<file path="src/rtl/pt_pkg.sv">
`timescale 1ns/1ps
package pt_pkg;
  localparam logic [7:0] CFG_OPCODE  = 8'h1D;
  localparam logic [7:0] ST_OK       = 8'h00;
  localparam logic [7:0] ST_BAD_MODE = 8'h0A;

  localparam logic [3:0] MODE_FREE   = 4'd0;
  localparam logic [3:0] MODE_WINDOW = 4'd1;
  localparam logic [3:0] MODE_THRESH = 4'd2;

  typedef enum logic [1:0] {
    EV_NONE     = 2'd0,
    EV_LIMIT    = 2'd1,
    EV_MAXED    = 2'd2,
    EV_PERIODIC = 2'd3
  } ev_cause_e;

  typedef struct packed {
    logic [7:0]  echo;
    logic        park;
    logic        enable;
    logic [3:0]  mode;
    logic        ev_limit;
    logic        ev_max;
    logic [7:0]  period;
    logic [23:0] limit;
  } cfg_t;

  function automatic logic mode_ok(input logic [3:0] m);
    return (m == MODE_FREE) || (m == MODE_WINDOW) || (m == MODE_THRESH);
  endfunction

  // true when one more step brings v up to goal
  function automatic logic reaches(input logic [31:0] v, input logic [31:0] goal);
    return (v + 32'd1) == goal;
  endfunction
endpackage

</file>
<file path="src/rtl/pt_sync_edge.sv">
`timescale 1ns/1ps
module pt_sync_edge #(
  parameter int STAGES = 2
) (
  input  logic clk,
  input  logic rst_n,
  input  logic din,
  output logic rise
);
  // sh[STAGES-1] is the synchronized level, sh[STAGES] its previous value
  logic [STAGES:0] sh;

  always_ff @(posedge clk or negedge rst_n) begin
    if (!rst_n) sh <= '0;
    else        sh <= {sh[STAGES-1:0], din};
  end

  assign rise = sh[STAGES-1] & ~sh[STAGES];

  assert_rise_single_R4: assert property (@(posedge clk) disable iff (!rst_n)
    rise |=> !rise);
endmodule

</file>
<file path="src/rtl/pt_cmd_rx.sv">
`timescale 1ns/1ps
module pt_cmd_rx
  import pt_pkg::*;
#(
  parameter bit INST_ID = 1'b0
) (
  input  logic       clk,
  input  logic       rst_n,
  input  logic [7:0] cmd_byte,
  input  logic       cmd_frame,
  output logic       apply,
  output cfg_t       cfg
);
  logic [3:0]  idx;
  logic [7:0]  op_q, echo_q, per_q;
  logic        park_q, en_q, inst_q, evl_q, evm_q;
  logic [3:0]  mode_q;
  logic [23:0] lim_q;
  logic        apply_q;

  always_ff @(posedge clk or negedge rst_n) begin
    if (!rst_n) begin
      idx <= '0; op_q <= '0; echo_q <= '0; per_q <= '0;
      park_q <= 1'b0; en_q <= 1'b0; inst_q <= 1'b0; evl_q <= 1'b0; evm_q <= 1'b0;
      mode_q <= '0; lim_q <= '0; apply_q <= 1'b0;
    end else begin
      apply_q <= cmd_frame && (idx == 4'd7) && (op_q == CFG_OPCODE) && (inst_q == INST_ID);
      if (!cmd_frame) idx <= '0;
      else if (idx != 4'd8) idx <= idx + 4'd1;
      if (cmd_frame) begin
        case (idx)
          4'd0: op_q   <= cmd_byte;
          4'd1: echo_q <= cmd_byte;
          4'd2: begin park_q <= cmd_byte[2]; en_q <= cmd_byte[1]; inst_q <= cmd_byte[0]; end
          4'd3: begin mode_q <= cmd_byte[7:4]; evl_q <= cmd_byte[2]; evm_q <= cmd_byte[0]; end
          4'd4: per_q  <= cmd_byte;
          4'd5: lim_q[7:0]   <= cmd_byte;
          4'd6: lim_q[15:8]  <= cmd_byte;
          4'd7: lim_q[23:16] <= cmd_byte;
          default: ;
        endcase
      end
    end
  end

  assign apply = apply_q;
  assign cfg = '{echo: echo_q, park: park_q, enable: en_q, mode: mode_q,
                 ev_limit: evl_q, ev_max: evm_q, period: per_q, limit: lim_q};

  assert_apply_after_frame_R1: assert property (@(posedge clk) disable iff (!rst_n)
    apply |-> $past(cmd_frame));
endmodule

</file>
<file path="src/rtl/pt_rsp_tx.sv">
`timescale 1ns/1ps
module pt_rsp_tx
  import pt_pkg::*;
(
  input  logic       clk,
  input  logic       rst_n,
  input  logic       start,
  input  logic [7:0] echo,
  input  logic [7:0] status,
  output logic       rsp_valid,
  output logic [7:0] rsp_byte
);
  logic       busy;
  logic [2:0] pos;
  logic [7:0] echo_q, st_q;

  always_ff @(posedge clk or negedge rst_n) begin
    if (!rst_n) begin
      busy <= 1'b0; pos <= '0; echo_q <= '0; st_q <= '0;
    end else if (start) begin
      busy <= 1'b1; pos <= '0; echo_q <= echo; st_q <= status;
    end else if (busy) begin
      pos <= pos + 3'd1;
      if (pos == 3'd7) busy <= 1'b0;
    end
  end

  always_comb begin
    rsp_byte = 8'h00;
    if (busy) begin
      case (pos)
        3'd0:    rsp_byte = CFG_OPCODE;
        3'd1:    rsp_byte = echo_q;
        3'd2:    rsp_byte = st_q;
        default: rsp_byte = 8'h00;
      endcase
    end
  end
  assign rsp_valid = busy;

  assert_rsp_header_R2: assert property (@(posedge clk) disable iff (!rst_n)
    $rose(rsp_valid) |-> (rsp_byte == CFG_OPCODE));
  assert_rsp_follows_start_R2: assert property (@(posedge clk) disable iff (!rst_n)
    start |=> rsp_valid);
endmodule

</file>
<file path="src/rtl/pt_core.sv">
`timescale 1ns/1ps
module pt_core
  import pt_pkg::*;
#(
  parameter int CNT_W = 24
) (
  input  logic             clk,
  input  logic             rst_n,
  input  logic             apply,
  input  cfg_t             cfg,
  input  logic             rise,
  input  logic             tick,
  input  logic             resume,
  output logic [CNT_W-1:0] cnt,
  output logic             evt,
  output logic [1:0]       cause
);
  localparam logic [CNT_W-1:0] CNT_MAX = '1;

  logic             on_q, run_q, hold_q, evl_q, evm_q;
  logic [3:0]       mode_q;
  logic [7:0]       per_q, rcnt_q;
  logic [23:0]      lim_q, tmr_q;
  logic [CNT_W-1:0] cnt_q;
  logic             evt_q;
  ev_cause_e        cause_q, cause_d;

  // named internal events
  logic             cfg_take, wake, active, cnt_step, max_hit, thr_hit, win_expire, rep_fire;
  logic [CNT_W-1:0] cnt_nx;

  assign cfg_take   = apply && mode_ok(cfg.mode);
  assign wake       = !cfg_take && resume && hold_q;
  assign active     = on_q && !cfg_take && !wake;
  assign cnt_step   = active && run_q && rise && (cnt_q != CNT_MAX);
  assign cnt_nx     = cnt_q + CNT_W'(1);
  assign max_hit    = cnt_step && (cnt_nx == CNT_MAX);
  assign thr_hit    = cnt_step && (mode_q == MODE_THRESH) && (32'(cnt_nx) == 32'(lim_q));
  assign win_expire = active && run_q && tick && (mode_q == MODE_WINDOW)
                      && reaches(32'(tmr_q), 32'(lim_q));
  assign rep_fire   = active && !hold_q && (per_q != 8'd0) && tick
                      && reaches(32'(rcnt_q), 32'(per_q));

  always_ff @(posedge clk or negedge rst_n) begin
    if (!rst_n) begin
      on_q <= 1'b0; run_q <= 1'b0; hold_q <= 1'b0; evl_q <= 1'b0; evm_q <= 1'b0;
      mode_q <= '0; per_q <= '0; lim_q <= '0;
      cnt_q <= '0; tmr_q <= '0; rcnt_q <= '0;
    end else if (cfg_take) begin
      on_q   <= cfg.enable;
      run_q  <= cfg.enable && !cfg.park;
      hold_q <= cfg.enable && cfg.park;
      evl_q  <= cfg.ev_limit;
      evm_q  <= cfg.ev_max;
      mode_q <= cfg.mode;
      per_q  <= cfg.period;
      lim_q  <= cfg.limit;
      cnt_q  <= '0; tmr_q <= '0; rcnt_q <= '0;
    end else if (wake) begin
      run_q  <= 1'b1;
      hold_q <= 1'b0;
    end else if (on_q) begin
      if (cnt_step) cnt_q <= cnt_nx;
      if (thr_hit || win_expire) run_q <= 1'b0;
      if (run_q && tick && (mode_q == MODE_WINDOW)) tmr_q <= tmr_q + 24'd1;
      if (tick && !hold_q && (per_q != 8'd0)) rcnt_q <= rep_fire ? 8'd0 : rcnt_q + 8'd1;
    end
  end

  always_comb begin
    if ((thr_hit || win_expire) && evl_q) cause_d = EV_LIMIT;
    else if (max_hit && evm_q)            cause_d = EV_MAXED;
    else if (rep_fire)                    cause_d = EV_PERIODIC;
    else                                  cause_d = EV_NONE;
  end

  always_ff @(posedge clk or negedge rst_n) begin
    if (!rst_n) begin
      evt_q <= 1'b0; cause_q <= EV_NONE;
    end else begin
      evt_q <= (cause_d != EV_NONE); cause_q <= cause_d;
    end
  end

  assign cnt   = cnt_q;
  assign evt   = evt_q;
  assign cause = cause_q;

  assert_sat_hold_R5: assert property (@(posedge clk) disable iff (!rst_n)
    (cnt_q == CNT_MAX && !cfg_take) |=> (cnt_q == CNT_MAX));
  assert_off_idle_R10: assert property (@(posedge clk) disable iff (!rst_n)
    !on_q |-> (cnt_q == '0 && !evt_q));
  assert_park_exclusive_R9: assert property (@(posedge clk) disable iff (!rst_n)
    !(run_q && hold_q));
  assert_reject_keeps_R3: assert property (@(posedge clk) disable iff (!rst_n)
    (apply && !mode_ok(cfg.mode)) |=> (mode_q == $past(mode_q) && on_q == $past(on_q)));
  assert_stopped_frozen_R6: assert property (@(posedge clk) disable iff (!rst_n)
    (!run_q && !cfg_take) |=> $stable(cnt_q));
endmodule

</file>
<file path="src/rtl/pulse_tally.sv">
`timescale 1ns/1ps
module pulse_tally
  import pt_pkg::*;
#(
  parameter int CNT_W       = 24,
  parameter int SYNC_STAGES = 2,
  parameter bit INST_ID     = 1'b0
) (
  input  logic             clk,
  input  logic             rst_n,
  input  logic             tick_10ms,
  input  logic             pulse_in,
  input  logic [7:0]       cmd_byte,
  input  logic             cmd_frame,
  input  logic             resume,
  output logic [CNT_W-1:0] count,
  output logic             evt,
  output logic [1:0]       evt_cause,
  output logic             rsp_valid,
  output logic [7:0]       rsp_byte
);
  logic       rise, apply;
  cfg_t       cfg;
  logic [7:0] status;

  pt_sync_edge #(.STAGES(SYNC_STAGES)) u_sync (
    .clk(clk), .rst_n(rst_n), .din(pulse_in), .rise(rise));

  pt_cmd_rx #(.INST_ID(INST_ID)) u_rx (
    .clk(clk), .rst_n(rst_n), .cmd_byte(cmd_byte), .cmd_frame(cmd_frame),
    .apply(apply), .cfg(cfg));

  assign status = mode_ok(cfg.mode) ? ST_OK : ST_BAD_MODE;

  pt_rsp_tx u_tx (
    .clk(clk), .rst_n(rst_n), .start(apply), .echo(cfg.echo), .status(status),
    .rsp_valid(rsp_valid), .rsp_byte(rsp_byte));

  pt_core #(.CNT_W(CNT_W)) u_core (
    .clk(clk), .rst_n(rst_n), .apply(apply), .cfg(cfg), .rise(rise),
    .tick(tick_10ms), .resume(resume), .cnt(count), .evt(evt), .cause(evt_cause));
endmodule

</file>
<file path="config.mk">
export PLATFORM = sky130hd
export DESIGN_NAME = pulse_tally
export DESIGN_NICKNAME = d
export VERILOG_FILES = /design/src/rtl/pt_pkg.sv /design/src/rtl/pt_sync_edge.sv /design/src/rtl/pt_cmd_rx.sv /design/src/rtl/pt_rsp_tx.sv /design/src/rtl/pt_core.sv /design/src/rtl/pulse_tally.sv
export SDC_FILE = /design/constraint.sdc
export NUM_CORES = 1
export LEC_CHECK = 0
export CORE_ASPECT_RATIO = 0.7
export CORE_MARGIN = 2
export CORE_UTILIZATION = 59
export CTS_CLUSTER_DIAMETER = 30
export CTS_CLUSTER_SIZE = 28
export DETAILED_ROUTE_END_ITERATION = 10
export GPL_TIMING_DRIVEN = 0
export MAX_ROUTING_LAYER = met4
export PLACE_DENSITY = 0.78
export SLEW_MARGIN = 20
export SYNTH_ARGS = -nofsm -noshare
export SYNTH_HDL_FRONTEND = slang
export SYNTH_SLANG_ARGS = --single-unit
</file>
<file path="constraint.sdc">
create_clock -name clk -period 7.2 [get_ports clk]
set_input_delay 1.08 -clock clk [delete_from_list [all_inputs] [get_ports clk]]
set_output_delay 1.08 -clock clk [all_outputs]
set_load 0.02 [all_outputs]
</file>
==> metrics.md <==
| Metric | Value |
|---|---|
| CP Data Required Time | `7.58 ns` |
| YS warnings | `0` |
| Die Area | `17700 um2` |
| DRT Pass-1 Iters | `7` |
| GR Overflow Total | `0` |
| Internal power | `1.63 mW` |
| Kind of end point of the critical path | `flop` |
| Seq cells post-synth | `178` |
| Worst-Skew Late Latency | `0.44 ns` |
| Psw | `568 uW` |
| Postcts setup bufs | `0` |
| Fin nets | `1129` |
| Syn Nets | `1060` |
| Yosys cell types | `75` |
| DRC | `0` |
| Startpoint Class | `input pin` |
| Critical path peak fanout | `7` |
| GRT Util Overall | `0.313` |
| Clk sink count | `178` |
| Layout filler cell count | `1274` |
| DRT iter0 DRCs | `770` |
| # rows | `39` |
| Ant. Diodes | `0` |
| Layout Skew | `0.00960 ns` |
| Post_cts resized | `0` |
| Minimum clock period | `3.62 ns` |
| H-tree levels | `4` |
| Netlist area before placement | `9810 um2` |
| CORE AREA | `16300 um2` |
| Syn-to-layout area delta | `14.4%` |
| Cts bufs inserted | `17` |
| Reg2Reg Depth | `10` |
| Clock power frac | `0.419` |
| RSZ-0062 raised after global routing | `no` |
| Post-Syn Instances | `1033` |
| Synth Flop Type | `dfrtp_1` |
| Port Buffer Count | `49` |
| GPL Wtd Cong | `0.969` |
| Synthesized area per cell | `9.49 um2` |
| Actual slew at the worst max-slew pin | `0.883 ns` |
| Clock transition at path regs | `0.07 ns` |
| Die H | `112 um` |
| Via count | `7967` |
| Hold-fix buffers, CTS | `0` |
| Non-Filler Instances | `1340` |
| Fin. max-slew vios | `0` |
| Worst vdd ir | `0.000121 V` |
| Run status | `finished, final reports clean` |
| Max Cap Viol | `0` |
| Initial core utilization | `0.602` |
| Design area | `11200 um2` |
| First-pass GRT wire length | `41500 um` |
| WP data arrival | `4.00 ns` |
| Hpwl dp | `18200 um` |
| Vias in the first global route | `7545` |
| Net Sw Frac | `0.258` |
| Endpoints failing setup | `0` |
| Largest net degree at the start of global routing | `95` |
| Initial antenna violation count | `0` |
| Period utilization | `0.503` |
| Register share of total power | `0.516` |
| Hold Fails Final Rpt | `0` |
| Placed Cells | `1308` |
| Leak | `4.93 nW` |
| Root Driver | `clkbuf_16` |
| Sum of negative setup slack | `0 ns` |
| Via density | `5.95` |
| Relative slew slack | `0.407` |
| Routed WL | `25400 um` |
| Sequential fraction of the synthesis area | `0.454` |
| CTS max path bufs | `2` |
| Power Density | `196 nW/um2` |
| Layout cell share with drive strength beyond 1 | `0.137` |
| Ports | `50` |
| Chip width | `158 um` |
| Crit Path Class | `input pin to flop` |
| Combinational power share | `0.064` |
| Hold Crit Depth | `0` |
| Fmax | `276 MHz` |
| Hold Path Class | `flop to flop` |
| Async S/R FF share, synth | `1.00` |
| Remaining antenna violation count | `0` |
| Placed Instance Area | `10600 um2` |
| Number of synthesized flops with an enable pin | `0` |
| CTS tree | `done` |
| Routed WL per cell | `19.0 um` |
-- power by group through the flow --
stage | Combinational [mW] | Clock, mW | Sequential, mW
after floorplan | 0.0948 | 0 | 1.14
final | 0.142 | 0.923 | 1.14
after global placement | 0.135 | 0 | 1.15
after detailed placement | 0.143 | 0 | 1.15
after global routing | 0.157 | 0.981 | 1.15
after CTS | 0.144 | 0.932 | 1.14
-- kinds of logic (layout without fill, tap and decap cells) --
group / Yosys count / after routing / synth area share
AND/OR/NAND/NOR: 429 / 429 / 0.223
flip-flops: 178 / 178 / 0.454
AO/OA/AOI/OAI: 153 / 153 / 0.0971
XOR/XNOR: 95 / 95 / 0.0848
buffers and inverters: 88 / 170 / 0.0369
multiplexers: 77 / 77 / 0.0870
adder cells (fa/ha/maj): 13 / 13 / 0.0166
-- cell type report --
class                      count  area (um2)  share of cell area
tap                          225         282              0.0251
sequential                   178        4450               0.397
buffer                        62         264              0.0235
clock buffer                  17         425              0.0379
timing repair buffer          50         523              0.0466
multi-input combinational    767        5000               0.446
inverter                      26        97.6             0.00870
clock inverter                15         174              0.0155
-- through the flow --
step                      hold WS, ns   util  worst slack [ns]  total power, mW
after global routing            0.378  0.688              3.45             2.29
after floorplan                 0.331      -              4.41             1.23
after global placement          0.334  0.649             -2.23             1.29
after detailed placement        0.347  0.652              3.30             1.30
after CTS                       0.365  0.688              3.72             2.21
final                           0.360  0.688              3.58             2.20
-- synth_stat cells (13+ instances only) --
master / number / share of area
nand3_1: 33 / 0.017
dfrtp_1: 178 / 0.45
xor2_1: 41 / 0.037
and3_1: 16 / 0.010
and2_1: 14 / 0.0089
mux2_2: 66 / 0.076
clkbuf_1: 40 / 0.015
xnor2_1: 54 / 0.048
nor2_1: 76 / 0.029
nor4_1: 13 / 0.0083
a21oi_1: 35 / 0.018
nand4_1: 25 / 0.016
nand2_1: 164 / 0.063
o21ai_0: 56 / 0.029
inv_1: 26 / 0.0099
nor3_1: 13 / 0.0066
ha_1: 13 / 0.017
buf_2: 17 / 0.0087
or3_1: 13 / 0.0083
-- per-layer routing --
metal,track usage,routed length [um],vias to the layer above
met5,-,0,-
met4,0.0667,290,0
met3,0.0596,2030,26
met2,0.417,10700,300
met1,0.494,12400,3907
li1,-,-,3734
-- worst paths after layout --
| path | slack (ns) | endpoint | startpoint |
|---|---|---|---|
| max | 3.58 | u_core.cause[1]$_DFF_PN0_ | resume |
| min | 0.36 | u_sync.sh[1]$_DFF_PN0_ | u_sync.sh[0]$_DFF_PN0_ |
| max reg2reg | 3.75 | u_core.cause[1]$_DFF_PN0_ | u_core.cnt[1]$_DFFE_PN0P_ |
| min reg2reg | 0.36 | u_sync.sh[1]$_DFF_PN0_ | u_sync.sh[0]$_DFF_PN0_ |
| max in group asynchronous | 5.65 | u_rx.lim_q[2]$_DFFE_PN0P_ | rst_n |
| min in group asynchronous | 0.66 | u_core.tmr_q[18]$_DFFE_PN0P_ | rst_n |
-- cell usage in the layout (no fill, tap or decap), drive strengths merged, types with 6 or more instances in the layout --
cell           count
nand2            165
ha                13
and2              15
and4               6
nor4              18
clkdlybuf4s50     48
clkinv             9
clkbuf            59
o21ai             59
or3               16
or2                6
a21oi             35
and3              16
nand2b             6
nor2              77
xor2              41
dfrtp            178
xnor2             54
a31oi              8
nor3              17
nand4             26
buf               22
nand3             38
o31ai              8
inv               30
mux2              66
mux2i             11
nor2b              7
-- registers in the layout, summed over array words and instances, names as in the netlist, 8 cells and up --
name	flops
u_rx.lim_q	24
u_rx.echo_q	8
u_core.tmr_q	24
u_core.per_q	8
u_rx.per_q	8
u_core.cnt	24
u_core.lim_q	24
u_core.rcnt_q	8
u_tx.echo_q	8
u_rx.op_q	8
-- worst max-delay path, stage by stage --
cell,delay [ns]
clkdlybuf4s50_1,0.44
nand2_1,0.13
nand2_1,0.15
nor4_2,0.73
o21ai_1,0.48
nor4b_1,0.56
a31oi_1,0.16
o21ba_1,0.26
Note: power is estimated with default switching activity, not from simulation.
